File: src/rtl/next_pc_sel.sv
module next_pc_sel #(
  parameter int          AW        = 32,
  parameter int          DW        = 24,
  parameter logic [31:0] RESET_VEC = 32'h0000_0100
) (
  input  logic          clk,
  input  logic          rst,
  input  logic          stall,
  input  logic [AW-1:0] cur_addr,
  input  logic          br_taken,
  input  logic [1:0]    br_mode,
  input  logic [DW-1:0] disp,
  input  logic [AW-1:0] lr,
  input  logic [AW-1:0] ctr,
  output logic [AW-1:0] pc
);
  localparam int SW = DW + 2;

  logic [SW-1:0] disp_sh;
  logic [AW-1:0] disp_ext, target, nxt;

  assign disp_sh  = {disp, 2'b00};
  assign disp_ext = {{(AW-SW){disp_sh[SW-1]}}, disp_sh};

  always_comb begin
    unique case (br_mode)
      2'b00:   target = cur_addr + disp_ext;
      2'b01:   target = disp_ext;
      2'b10:   target = {lr[AW-1:2], 2'b00};
      default: target = {ctr[AW-1:2], 2'b00};
    endcase
  end

  assign nxt = br_taken ? target : cur_addr + AW'(4);

  always_ff @(posedge clk) begin
    if (rst)         pc <= RESET_VEC[AW-1:0];
    else if (!stall) pc <= nxt;
  end


  reset_vec_chk: assert property (@(posedge clk) rst |=> pc == RESET_VEC[AW-1:0]);

  stall_hold_chk: assert property (@(posedge clk) disable iff (rst) stall |=> $stable(pc));

  seq_step_chk: assert property (@(posedge clk) disable iff (rst)
    (!stall && !br_taken) |=> pc == $past(cur_addr) + AW'(4));

  abs_indep_chk: assert property (@(posedge clk) disable iff (rst)
    (!stall && br_taken && br_mode == 2'b01) |=> pc[1:0] == 2'b00 && pc[AW-1:SW-1] == {(AW-SW+1){$past(disp[DW-1])}});

  link_chk: assert property (@(posedge clk) disable iff (rst)
    (!stall && br_taken && br_mode == 2'b10) |=> pc[AW-1:2] == $past(lr[AW-1:2]) && pc[1:0] == 2'b00);

  count_chk: assert property (@(posedge clk) disable iff (rst)
    (!stall && br_taken && br_mode == 2'b11) |=> pc[AW-1:2] == $past(ctr[AW-1:2]) && pc[1:0] == 2'b00);
endmodule

File: config.mk
export PLATFORM = sky130hd
export DESIGN_NAME = next_pc_sel
export DESIGN_NICKNAME = d
export VERILOG_FILES = /design/src/rtl/next_pc_sel.sv
export SDC_FILE = /design/constraint.sdc
export NUM_CORES = 1
export LEC_CHECK = 0
export BUFFER_PORTS_ARGS = -buffer_cell sky130_fd_sc_hd__buf_2
export CORE_AREA = 4 4 102 104
export CTS_BUF_LIST = sky130_fd_sc_hd__clkbuf_4
export CTS_CLUSTER_SIZE = 40
export DETAILED_ROUTE_END_ITERATION = 6
export DIE_AREA = 0 0 106 108
export PLACE_DENSITY = 0.82
export REMOVE_ABC_BUFFERS = 1
export SYNTH_ARGS = -nofsm -noshare
export SYNTH_HDL_FRONTEND = slang
export SYNTH_SLANG_ARGS = --single-unit
File: constraint.sdc
create_clock -name clk -period 3.1 [get_ports clk]
set_input_delay 0.31 -clock clk [delete_from_list [all_inputs] [get_ports clk]]
set_output_delay 0.31 -clock clk [all_outputs]
set_load 0.05 [all_outputs]
# --- Word level (Yosys, flattened, before mapping) ---
# Cells that the tools add are included.
totals:
  register_bits: 32
  in_bits: 126
op_classes:
  addsub: 2
  eq_ne: 2
  mux: 2
  reduce_logical: 1
op_table:
  columns: ["operator", "n"]
  rows:
  - ["32-bit case mux with 3 select lines", 1]
  - ["32-bit by 3-bit adder with 32-bit output (second input constant)", 1]
  - ["32-bit adder", 1]
  - ["32-bit 2-to-1 mux", 1]
  - ["2-bit by 1-bit == test with 1-bit output (second input constant)", 1]
  - ["2-bit == test (second input constant)", 1]
  - ["2-bit zero test", 1]

# --- Logic depth before layout (Yosys ltp) ---
# Gate-level depths: netlist of run 1.
logic_depth:
  ltp_word: 3
  ltp_mapped: 11
  ltp_nobuf: 11

# --- Least setup slack after synthesis of run 1 ---
# Ideal clock, no wire load.
synth_path:
  path_type: "input to register"
  start: "input cur_addr[2]"
  end: "register pc[22]"
  t_arrival_ps: 2740
  t_required_ps: 2978
  setup_slack_ps: 239
  cell_stages: 11
  path_buffers: 0
  cell_sequence: "ha_1 -> inv_1 -> fa_1 -> nor2b_1 -> o2111ai_1 -> a2111oi_1 -> a211oi_2 -> nand2b_1 -> xnor2_1 -> mux4_2 -> a221o_1"
synth_between:
  elab_chain_len: 3
synth_lines:
  columns: ["item", "line", "source"]
  rows:
  - ["start, declared", "9", "input logic [AW-1:0] cur_addr,"]
  - ["32-bit adder", "27", "2'b00: target = cur_addr + disp_ext;"]
  - ["32-bit case mux with 3 select lines", "26", "unique case (br_mode)"]
  - ["32-bit 2-to-1 mux (*)", "34", "assign nxt = br_taken ? target : cur_addr + AW'(4);"]
  - ["end signal, assigned", "37", "if (rst) pc <= RESET_VEC[AW-1:0];"]
  - ["end signal, assigned", "38", "else if (!stall) pc <= nxt;"]
  - ["end, declared", "15", "output logic [AW-1:0] pc"]
# Mark *: on every way between the ends. The rest lies on a longest branch, timed or not.
# A chain may end at the register's enable or synchronous reset.

# --- Worst setup path in the final report of run 1 ---
layout_path:
  start: "input cur_addr[2]"
  end: "register pc[30]"
# Same word-level chain as after synthesis.

==> results of run 1 <==
routing by layer:
layer / part of all wire (%) / global-route usage, % / wire [um]
met1: 40 / 34.7 / 6490
met2: 47 / 47.0 / 7640
met3: 8.5 / 2.81 / 1370
met4: 4.3 / 10.8 / 696
met5: 0 / 0 / 0
kinds of logic (layout without fill, tap and decap cells):
| logic type | after synthesis | count (layout) |
|---|---|---|
| simple gates | 201 | 201 |
| compound gates | 178 | 178 |
| buf+inv | 51 | 201 |
| xor+xnor | 49 | 49 |
| mux | 33 | 33 |
| flops | 32 | 32 |
| fa+ha+maj | 31 | 31 |
| other cells | 0 | 3 |
per-stage QoR:
stage | utilization [%] | instance area (sq um) | setup TNS, ns
2_1_floorplan | - | 4240 | 0
3_5_place_dp | 55.9 | 5340 | -0.418
6_report | 56.5 | 5390 | 0
3_3_place_gp | 55.9 | 5340 | -0.247
4_1_cts | 56.4 | 5390 | 0
5_1_grt | 56.5 | 5390 | 0
worst max path at each step:
stage | startpoint | end | slack (ns) | cells after the start
6_report | cur_addr[2] | pc[30] | 0.12 | 13
3_3_place_gp | cur_addr[2] | pc[22] | -0.14 | 12
4_1_cts | cur_addr[2] | pc[30] | 0.15 | 13
3_5_place_dp | cur_addr[2] | pc[30] | -0.17 | 13
5_1_grt | cur_addr[2] | pc[30] | 0.002 | 13
2_1_floorplan | cur_addr[2] | pc[22] | 0.24 | 11
cells in the mapped netlist (all sizes together) (9+ instances only):
cell type	number
inv	18
nand3	17
clkbuf	27
a21oi	57
nor2	57
and3	11
mux2i	11
nor2b	12
ha	30
xor2	17
o21ai	31
xnor2	32
a21o	19
a31oi	9
nor3	17
nand2	51
o21a	9
mux4	17
nand4	14
dfxtp	32
layout make-up:
cell class,instances,share of cell area (%)
flip-flops and latches,32,11.9
clock inverters,2,0.139
multi-input cells,492,65.5
well taps,133,3.09
inverters,19,1.32
repair buffers,175,17.3
clock buffers,5,0.696
diodes,3,0.139
report_power, final:
group | internal (mW) | total, mW | switching, mW
logic | 0.374 | 0.930 | 0.556
registers | 0.444 | 0.462 | 0.0184
clock network | 0.0792 | 0.230 | 0.151
total | 0.897 | 1.62 | 0.725
worst min-delay path: stages:
cell,delay [ns]
buf_2,0.07
nand2_1,0.04
nor2_1,0.09
a21oi_1,0.05
nor2_1,0.07
cells in the final DEF, fill, tap and decap left out, types with 14 or more instances in the layout:
master     n
o21ai_0   30
xnor2_1   32
ha_1      30
nand2_1   51
inv_1     18
nor2_1    57
buf_4     22
nand4_1   14
a21oi_1   56
a21o_1    19
nand3_1   17
buf_2    153
mux4_2    17
xor2_1    17
dfxtp_1   32
nor3_1    17
==> summary.txt, run 1 <==
Timing
  – Slew headroom: 53.3%
  – Final hold violation count: 0
  – Min Clock Period, post-route: 2.98 ns
  – Max frequency: 0.336 GHz
  – Worst slew pin tran: 0.700 ns
  – Skew final: 0 ns
  – Final hold slack: 0.329 ns
  – Final setup violation count: 0
  – Period utilization: 96.0%
  – Setup WS post-layout: 0.123 ns
  – RSZ-0062 raised after global routing: no
  – Slew Viols, Final: 0

Floorplan
  – Chip Width: 106 um
  – Die Span Y: 108 um
  – DIE AREA: 11400 sq um
  – Row cnt: 36
  – Initial Utilization: 45.7%
  – Num ports: 158
  – Core area: 9550 sq um

Finish
  – Nets@finish: 882
  – Top reg by flops: pc
  – Layout cells sized above 1: 29.7%
  – Layout area overhead: 23.5%
  – Register area: 641 sq um
  – Largest regs: pc x32
  – Fill count: 904
  – Area of the multi-input gates: 3530 sq um
  – Post-Layout Cell Count: 861
  – Max reg flops: 32

Clocking
  – CTS Root Cell: clkbuf_4
  – Post-CTS Setup Bufs: 0
  – Reg clk slew, reported paths: 0.11 ns
  – TritonCTS clock tree: yes
  – Clock latency on the worst-skew pair: 0.33 ns
  – Hold buffer count at CTS: 0
  – Clk sink count: 32
  – Clock buffer count from CTS: 5
  – H-tree level count: 2
  – CTS resizes: 0
  – Clk buf depth: 2

Global routing
  – Vias in the first global route: 4928
  – First-pass GRT wire length: 24800 um
  – Overflow after GRT: 0
  – Largest net degree at the start of global routing: 39
  – Antenna violations before repair: 2
  – GRT Total Usage: 27.1%

Synthesis
  – Unique cell type count in the Yosys netlist: 63
  – Mapped Area: 4370 sq um
  – Synth area leaders: dfxtp_1 (15%), mux4_2 (8.8%), ha_1 (8.6%), a21oi_1 (6.4%), xnor2_1 (6.4%)
  – Post-Synth Adder-Cell Area: 9.05%
  – Post-Synth XOR/XNOR Area: 9.83%
  – Ys async rst share: 0%
  – Largest family of logic cells by synthesized area: compound AO/OA/AOI/OAI gates
  – Syn Area/Cell: 7.60 sq um
  – Synth top area share: 14.7%
  – Synthesis-stage register bit count: 32
  – Post-synthesis compound-gate area fraction: 27.3%
  – Synth warn: 0
  – Simple-Gate Fraction of Synth Area: 22.1%
  – Post-synth EDFFs: 0
  – Post-synth top area cell: dfxtp_1
  – Main synth FF type: dfxtp_1
  – Sequential element share of the synthesized area: 14.7%
  – Mapped Cells: 575
  – Mux cell area share after synthesis: 12.6%

Worst setup path
  – Reg-to-Reg End: pc[29]
  – Critical path's top delay family: compound AO/OA/AOI/OAI gates
  – Crit path largest cell delay: 0.53 ns
  – Register-to-register setup slack: 2.12 ns
  – R2R cell count: 4
  – Worst-path fanout max: 3
  – Critical-path cell list: buf_2 -> ha_1 -> inv_1 -> fa_1 -> nor2b_1 -> o2111ai_1 -> a2111oi_1 -> a211oi_2 -> buf_4 -> nor2_1 -> a221o_1 -> mux2_1 -> a2111oi_2
  – Kind of critical path: input pin to flip-flop
  – Nature of the critical path endpoint: flip-flop
  – Slowest CP cell: a2111oi_1
  – Worst EP required: 3.35 ns
  – WP buf/inv: 3
  – Worst setup SP type: input pin
  – Worst R2R Start: pc[29]
  – Worst EP arrival: 3.23 ns

Pwr
  – Maximum VDD drop: 0.000145 V
  – Tot Pwr: 1.62 mW
  – Leak Pwr: 2.45 nW
  – Power per cell area: 301 nW/um^2

Worst hold path
  – Hold wc startpoint: cur_addr[0]
  – Hold Path Stages: 5
  – Hold/Removal Path Class: input pin to flip-flop
  – Worst Hold End: pc[0]

Route
  – Pre-Repair DR Iteration Count: 5
  – Via count: 5262
  – Routed Antenna Nets: 0
  – # DRC: 0
  – Drt total wl: 16200 um
  – Vias per std cell: 6.11
  – Routed WL per cell: 18.8 um
  – Detailed router's first-iteration violation count: 423

Placed design
  – Placer Congestion: 0.959
  – Pre-CTS WS: -0.172 ns
  – PortBufs: 153
  – Post-detailed-placement half-perimeter wirelength: 13100 um
  – Placed cells: 851

Flow run
  – Max-Cap Viols: 0

Status
  – Outcome: complete, no violations
Power figures use the tool's default switching activity.
==> inputs of run 2 (changes only) <==
--- a/config.mk
+++ b/config.mk
@@ -6,12 +6,12 @@
 export NUM_CORES = 1
 export LEC_CHECK = 0
 export BUFFER_PORTS_ARGS = -buffer_cell sky130_fd_sc_hd__buf_2
-export CORE_AREA = 4 4 102 104
+export CORE_AREA = 4 4 104 106
 export CTS_BUF_LIST = sky130_fd_sc_hd__clkbuf_4
 export CTS_CLUSTER_SIZE = 40
 export DETAILED_ROUTE_END_ITERATION = 6
-export DIE_AREA = 0 0 106 108
-export PLACE_DENSITY = 0.82
+export DIE_AREA = 0 0 108 110
+export PLACE_DENSITY = 0.79
 export REMOVE_ABC_BUFFERS = 1
 export SYNTH_ARGS = -nofsm -noshare
 export SYNTH_HDL_FRONTEND = slang
==> run 2 against run 1 <==
Compared with the run above: core utilization fell by 1.1 points; sequential power is essentially flat; via count is 2.4% lower; clock skew unchanged; count of clock-buffer cells in the layout unchanged.
==> summary.txt, run 2 (synthesis results as in run 1) <==
Route
  – Pre-Repair DR Iteration Count: 5
  – # DRC: 0
  – Detailed router's first-iteration violation count: 366
  – Drt total wl: 16300 um
  – Routed Antenna Nets: 0
  – Vias per std cell: 5.95
  – Via count: 5135
  – Routed WL per cell: 18.9 um

Worst setup path
  – Kind of critical path: input pin to flip-flop
  – Critical Path Sink: pc[22]
  – Worst EP arrival: 3.18 ns
  – Reg-to-Reg End: pc[29]
  – Register-to-register setup slack: 2.18 ns
  – Worst EP required: 3.35 ns
  – Worst Setup SP: cur_addr[2]
  – Worst-path fanout max: 3
  – Worst setup SP type: input pin
  – Worst R2R Start: pc[29]
  – Nature of the critical path endpoint: flip-flop
  – R2R cell count: 4

Placed design
  – Placed cells: 854
  – Pre-CTS WS: -0.173 ns
  – Post-detailed-placement half-perimeter wirelength: 13400 um
  – Placer Congestion: 0.968
  – PortBufs: 153
  – Cell Area, Placed: 5360 sq um

Timing
  – Min Clock Period, post-route: 2.93 ns
  – Slew headroom: 51.8%
  – Final hold slack: 0.316 ns
  – Setup WS post-layout: 0.166 ns
  – Max frequency: 0.341 GHz
  – Skew final: 0 ns
  – Worst slew pin tran: 0.724 ns
  – RSZ-0062 raised after global routing: no
  – Final setup violation count: 0
  – Slew Viols, Final: 0
  – Period utilization: 94.6%
  – Setup TNS Final: 0 ns
  – Final hold violation count: 0

Floorplan
  – Initial Utilization: 44.7%
  – Core area: 9770 sq um
  – Die Span Y: 110 um
  – Row cnt: 36
  – DIE AREA: 11900 sq um
  – Chip Width: 108 um
  – Num ports: 158

Status
  – Outcome: complete, no violations

Pwr
  – Internal Dissipation: 0.896 mW
  – Clock power frac: 13.8%
  – Power per cell area: 298 nW/um^2
  – Maximum VDD drop: 0.000131 V
  – Leak Pwr: 2.46 nW
  – Flop pwr share: 28.7%
  – Switching share of power: 44.5%
  – Tot Pwr: 1.61 mW
  – Gate power share: 57.5%
  – Net switching power: 0.718 mW

Finish
  – Largest regs: pc x32
  – Post-Layout Cell Count: 863
  – Commonest non-fill, non-tap cell in the layout: buf_2
  – Fin area: 5410 sq um
  – Layout area overhead: 23.9%
  – Top reg by flops: pc
  – Max reg flops: 32
  – Final Util: 55.4%
  – Layout cells sized above 1: 30.0%
  – Commonest non-fill, non-tap cells in the layout: buf_2 (153), nor2_1 (57), a21oi_1 (56), nand2_1 (51)
  – Nets@finish: 885

Clocking
  – CTS resizes: 0
  – Hold buffer count at CTS: 0
  – Clock latency on the worst-skew pair: 0.34 ns
  – H-tree level count: 2
  – TritonCTS clock tree: yes
  – Clock buffer count from CTS: 5
  – Clk buf depth: 2
  – Reg clk slew, reported paths: 0.11 ns
  – Clk sink count: 32
  – CTS Root Cell: clkbuf_4
  – Post-CTS Setup Bufs: 0

Global routing
  – Vias in the first global route: 4928
  – Antenna violations before repair: 3
  – Largest net degree at the start of global routing: 40
  – GRT Total Usage: 26.4%
  – First-pass GRT wire length: 24800 um
  – Overflow after GRT: 0

Flow run
  – Max-Cap Viols: 0

Worst hold path
  – Hold/Removal Path Class: input pin to flip-flop
-- run 2: changes by cell type in the layout (fill, tap and decap cells not counted), sizes merged --
cell and change:
buf +3, clkinv -2, diode +1
-- run 2: final cells by class --
| class | instances | area (sq um) |
|---|---|---|
| multi-input combinational | 492 | 3530 |
| clock buffer | 5 | 37.5 |
| antenna | 4 | 10.0 |
| sequential | 32 | 641 |
| timing repair buffer | 178 | 953 |
| fill | 972 | 4360 |
| inverter | 19 | 71.3 |
| tap | 133 | 166 |
-- run 2: power by group through the flow --
stage,Sequential (mW),Clock (mW),Combinational [mW]
after floorplan,0.581,0,0.475
after global placement,0.470,0,0.902
after detailed placement,0.472,0,0.914
after CTS,0.462,0.220,0.918
after global routing,0.466,0.233,1.00
final,0.463,0.222,0.929
-- run 2: how the worst min path moves through the flow --
stage | startpoint | to | slack (ns) | cells past startpoint
finish | cur_addr[0] | pc[0] | 0.32 | 5
global placement | pc[8] | pc[8] | 0.45 | 2
global route | cur_addr[1] | pc[1] | 0.35 | 5
detailed placement | pc[13] | pc[13] | 0.47 | 2
floorplan | rst | pc[11] | 0.38 | 1
CTS | cur_addr[1] | pc[1] | 0.32 | 5
-- run 2: metal layers --
layer  GRT usage, %  vias to the layer above  wire length, um  share of wire [%]
li1               -                     2457                -                  -
met1           34.9                     2404             6770                 42
met2           43.3                      229             7660                 47
met3           3.61                       45             1280                7.9
met4           11.2                        0              574                3.5
met5              0                        -                0                  0
-- run 2: critical path, cell delays in order --
cell	delay (ns)
buf_2	0.10
ha_1	0.17
inv_1	0.06
fa_1	0.39
nor2b_1	0.19
o2111ai_1	0.22
a2111oi_1	0.50
a211oi_2	0.11
nand2b_1	0.18
xnor2_1	0.13
mux4_2	0.47
a221o_1	0.35
==> inputs of run 3 (changes only) <==
--- a/config.mk
+++ b/config.mk
@@ -6,11 +6,11 @@
 export NUM_CORES = 1
 export LEC_CHECK = 0
 export BUFFER_PORTS_ARGS = -buffer_cell sky130_fd_sc_hd__buf_2
-export CORE_AREA = 4 4 104 106
+export CORE_AREA = 4 4 109 101
 export CTS_BUF_LIST = sky130_fd_sc_hd__clkbuf_4
 export CTS_CLUSTER_SIZE = 40
 export DETAILED_ROUTE_END_ITERATION = 6
-export DIE_AREA = 0 0 108 110
+export DIE_AREA = 0 0 113 105
 export PLACE_DENSITY = 0.79
 export REMOVE_ABC_BUFFERS = 1
 export SYNTH_ARGS = -nofsm -noshare
==> run 3 against run 2 <==
Compared with the run above: non-clock buffer count shrank 2; flip-flop and latch count is the same; sequential share of layout area decreased by 0.052 points; die area is 0.13% lower; via count up 1.6%; total power up 9.4%; combinational power is 2% higher; clock power rose by 60%; global-route usage rose by 1.2 points; largest power group unchanged.
==> summary.txt, run 3 (synthesis results as in run 1) <==
Status
  – Outcome: complete, no violations

Global routing
  – Overflow after GRT: 0
  – GRT Total Usage: 27.5%
  – Antenna violations before repair: 0
  – Largest net degree at the start of global routing: 36
  – First-pass GRT wire length: 26000 um
  – Vias in the first global route: 4758

Timing
  – Setup TNS Final: 0 ns
  – Skew final: 0 ns
  – Final setup violation count: 0
  – Max frequency: 0.350 GHz
  – RSZ-0062 raised after global routing: no
  – Final hold violation count: 0
  – Slew headroom: 49.0%
  – Min Clock Period, post-route: 2.85 ns
  – Worst slew pin tran: 0.764 ns
  – Slew Viols, Final: 0
  – Period utilization: 92.1%

Clocking
  – Clk sink count: 32
  – TritonCTS clock tree: yes
  – CTS Root Cell: clkbuf_4
  – H-tree level count: 2
  – Post-CTS Setup Bufs: 0
  – Clock buffer count from CTS: 5
  – Clk buf depth: 2
  – Clock latency on the worst-skew pair: 0.34 ns
  – Reg clk slew, reported paths: 0.14 ns

Placed design
  – Post-detailed-placement half-perimeter wirelength: 14100 um
  – Placed cells: 848
  – Placer Congestion: 0.991
  – PortBufs: 153

Route
  – Pre-Repair DR Iteration Count: 5
  – Routed Antenna Nets: 0
  – Routed WL per cell: 20.3 um
  – # DRC: 0
  – Detailed router's first-iteration violation count: 388
  – Via count: 5216
  – Drt total wl: 17300 um
  – Vias per std cell: 6.09

Floorplan
  – Chip Width: 113 um
  – DIE AREA: 11900 sq um
  – Die Span Y: 105 um
  – Initial Utilization: 43.9%
  – Row cnt: 35
  – Core area: 9940 sq um
  – Num ports: 158

Worst hold path
  – Hold/Removal Path Class: input pin to flip-flop
  – Hold Path Stages: 5

Worst setup path
  – Worst EP arrival: 3.10 ns
  – Worst EP required: 3.34 ns
  – Kind of critical path: input pin to flip-flop
  – Worst setup SP type: input pin
  – R2R cell count: 4
  – Crit path largest cell delay: 0.55 ns
  – Crit path depth: 12
  – WP buf/inv: 2
  – Slowest CP cell: o31ai_1
  – Critical path's top delay family: compound AO/OA/AOI/OAI gates
  – Nature of the critical path endpoint: flip-flop
  – Critical-path cell list: buf_2 -> ha_1 -> inv_1 -> fa_1 -> nor2b_1 -> o2111ai_2 -> a21oi_1 -> o41a_2 -> a311oi_2 -> o31ai_1 -> xnor2_1 -> a2111oi_1
  – Worst-path fanout max: 3

Finish
  – Antenna diodes: 0
  – Largest regs: pc x32
  – Top reg by flops: pc
  – Post-Layout Cell Count: 856
  – Register area: 641 sq um
  – Commonest non-fill, non-tap cell in the layout: buf_2
  – Fill count: 951
  – Layout cells sized above 1: 30.4%
  – Nets@finish: 883
  – Max reg flops: 32
  – Commonest non-fill, non-tap cells in the layout: buf_2 (153), nor2_1 (57), a21oi_1 (56), nand2_1 (51)
  – Layout area overhead: 24.4%
  – Area of the multi-input gates: 3540 sq um

Pwr
  – Tot Pwr: 1.77 mW
  – Leak Pwr: 2.47 nW
  – Power per cell area: 325 nW/um^2
  – Maximum VDD drop: 0.000261 V

Flow run
  – Max-Cap Viols: 0
run 3: cell count changes in the layout (fill, tap and decap cells not counted), sizes merged:
cell,delta
diode,-4
buf,-2
bufinv,+1
clkinv,+1
clkinvlp,+1
run 3: report_power, final:
group	internal, mW	switching [mW]
clock network	0.168	0.187
registers	0.444	0.0198
logic	0.378	0.570
run 3: cell type report:
class / instances / area share [%]
flip-flops and latches: 32 / 11.8
well taps: 129 / 2.97
inverters: 19 / 1.31
multi-input cells: 492 / 65.2
clock buffers: 5 / 0.691
clock inverters: 3 / 0.783
repair buffers: 176 / 17.3
run 3: metrics by stage:
stage               utilization (%)  cell area (sq um)  hold slack (ns)  setup WS, ns
floorplan                         -               4240            0.379         0.239
global placement               53.8               5340            0.457        -0.139
detailed placement             53.8               5340            0.467        -0.186
CTS                            54.6               5420            0.312         0.177
global route                   54.7               5440            0.297        0.0809
finish                         54.7               5440            0.303         0.246
run 3: layer usage:
| layer | GRT usage, % | vias up | share of wire (%) |
|---|---|---|---|
| met5 | 0 | - | 0 |
| met4 | 6.18 | 0 | 2.3 |
| met3 | 2.95 | 31 | 7.6 |
| met2 | 44.8 | 259 | 47 |
| met1 | 39.1 | 2480 | 43 |
| li1 | - | 2446 | - |
run 3: worst paths after layout:
path / slack (ns) / from / to
setup reg to reg: 2.13 / pc[29] / pc[29]
hold / removal: 0.30 / cur_addr[1] / pc[1]
hold reg to reg: 0.48 / pc[13] / pc[13]
setup / recovery: 0.25 / cur_addr[2] / pc[28]
run 3: tightest hold or removal path: cells and delay by family:
kind                   cells  cell delay (ns)
AO/OA/AOI/OAI              1             0.04
AND/OR/NAND/NOR            3             0.20
buffers and inverters      1             0.08
run 3: repair_timing:
item                                    in CTS  in global routing
hold buffers                                 0                  0
resized for setup                            0                  2
endpoints found under the setup margin       0                  3
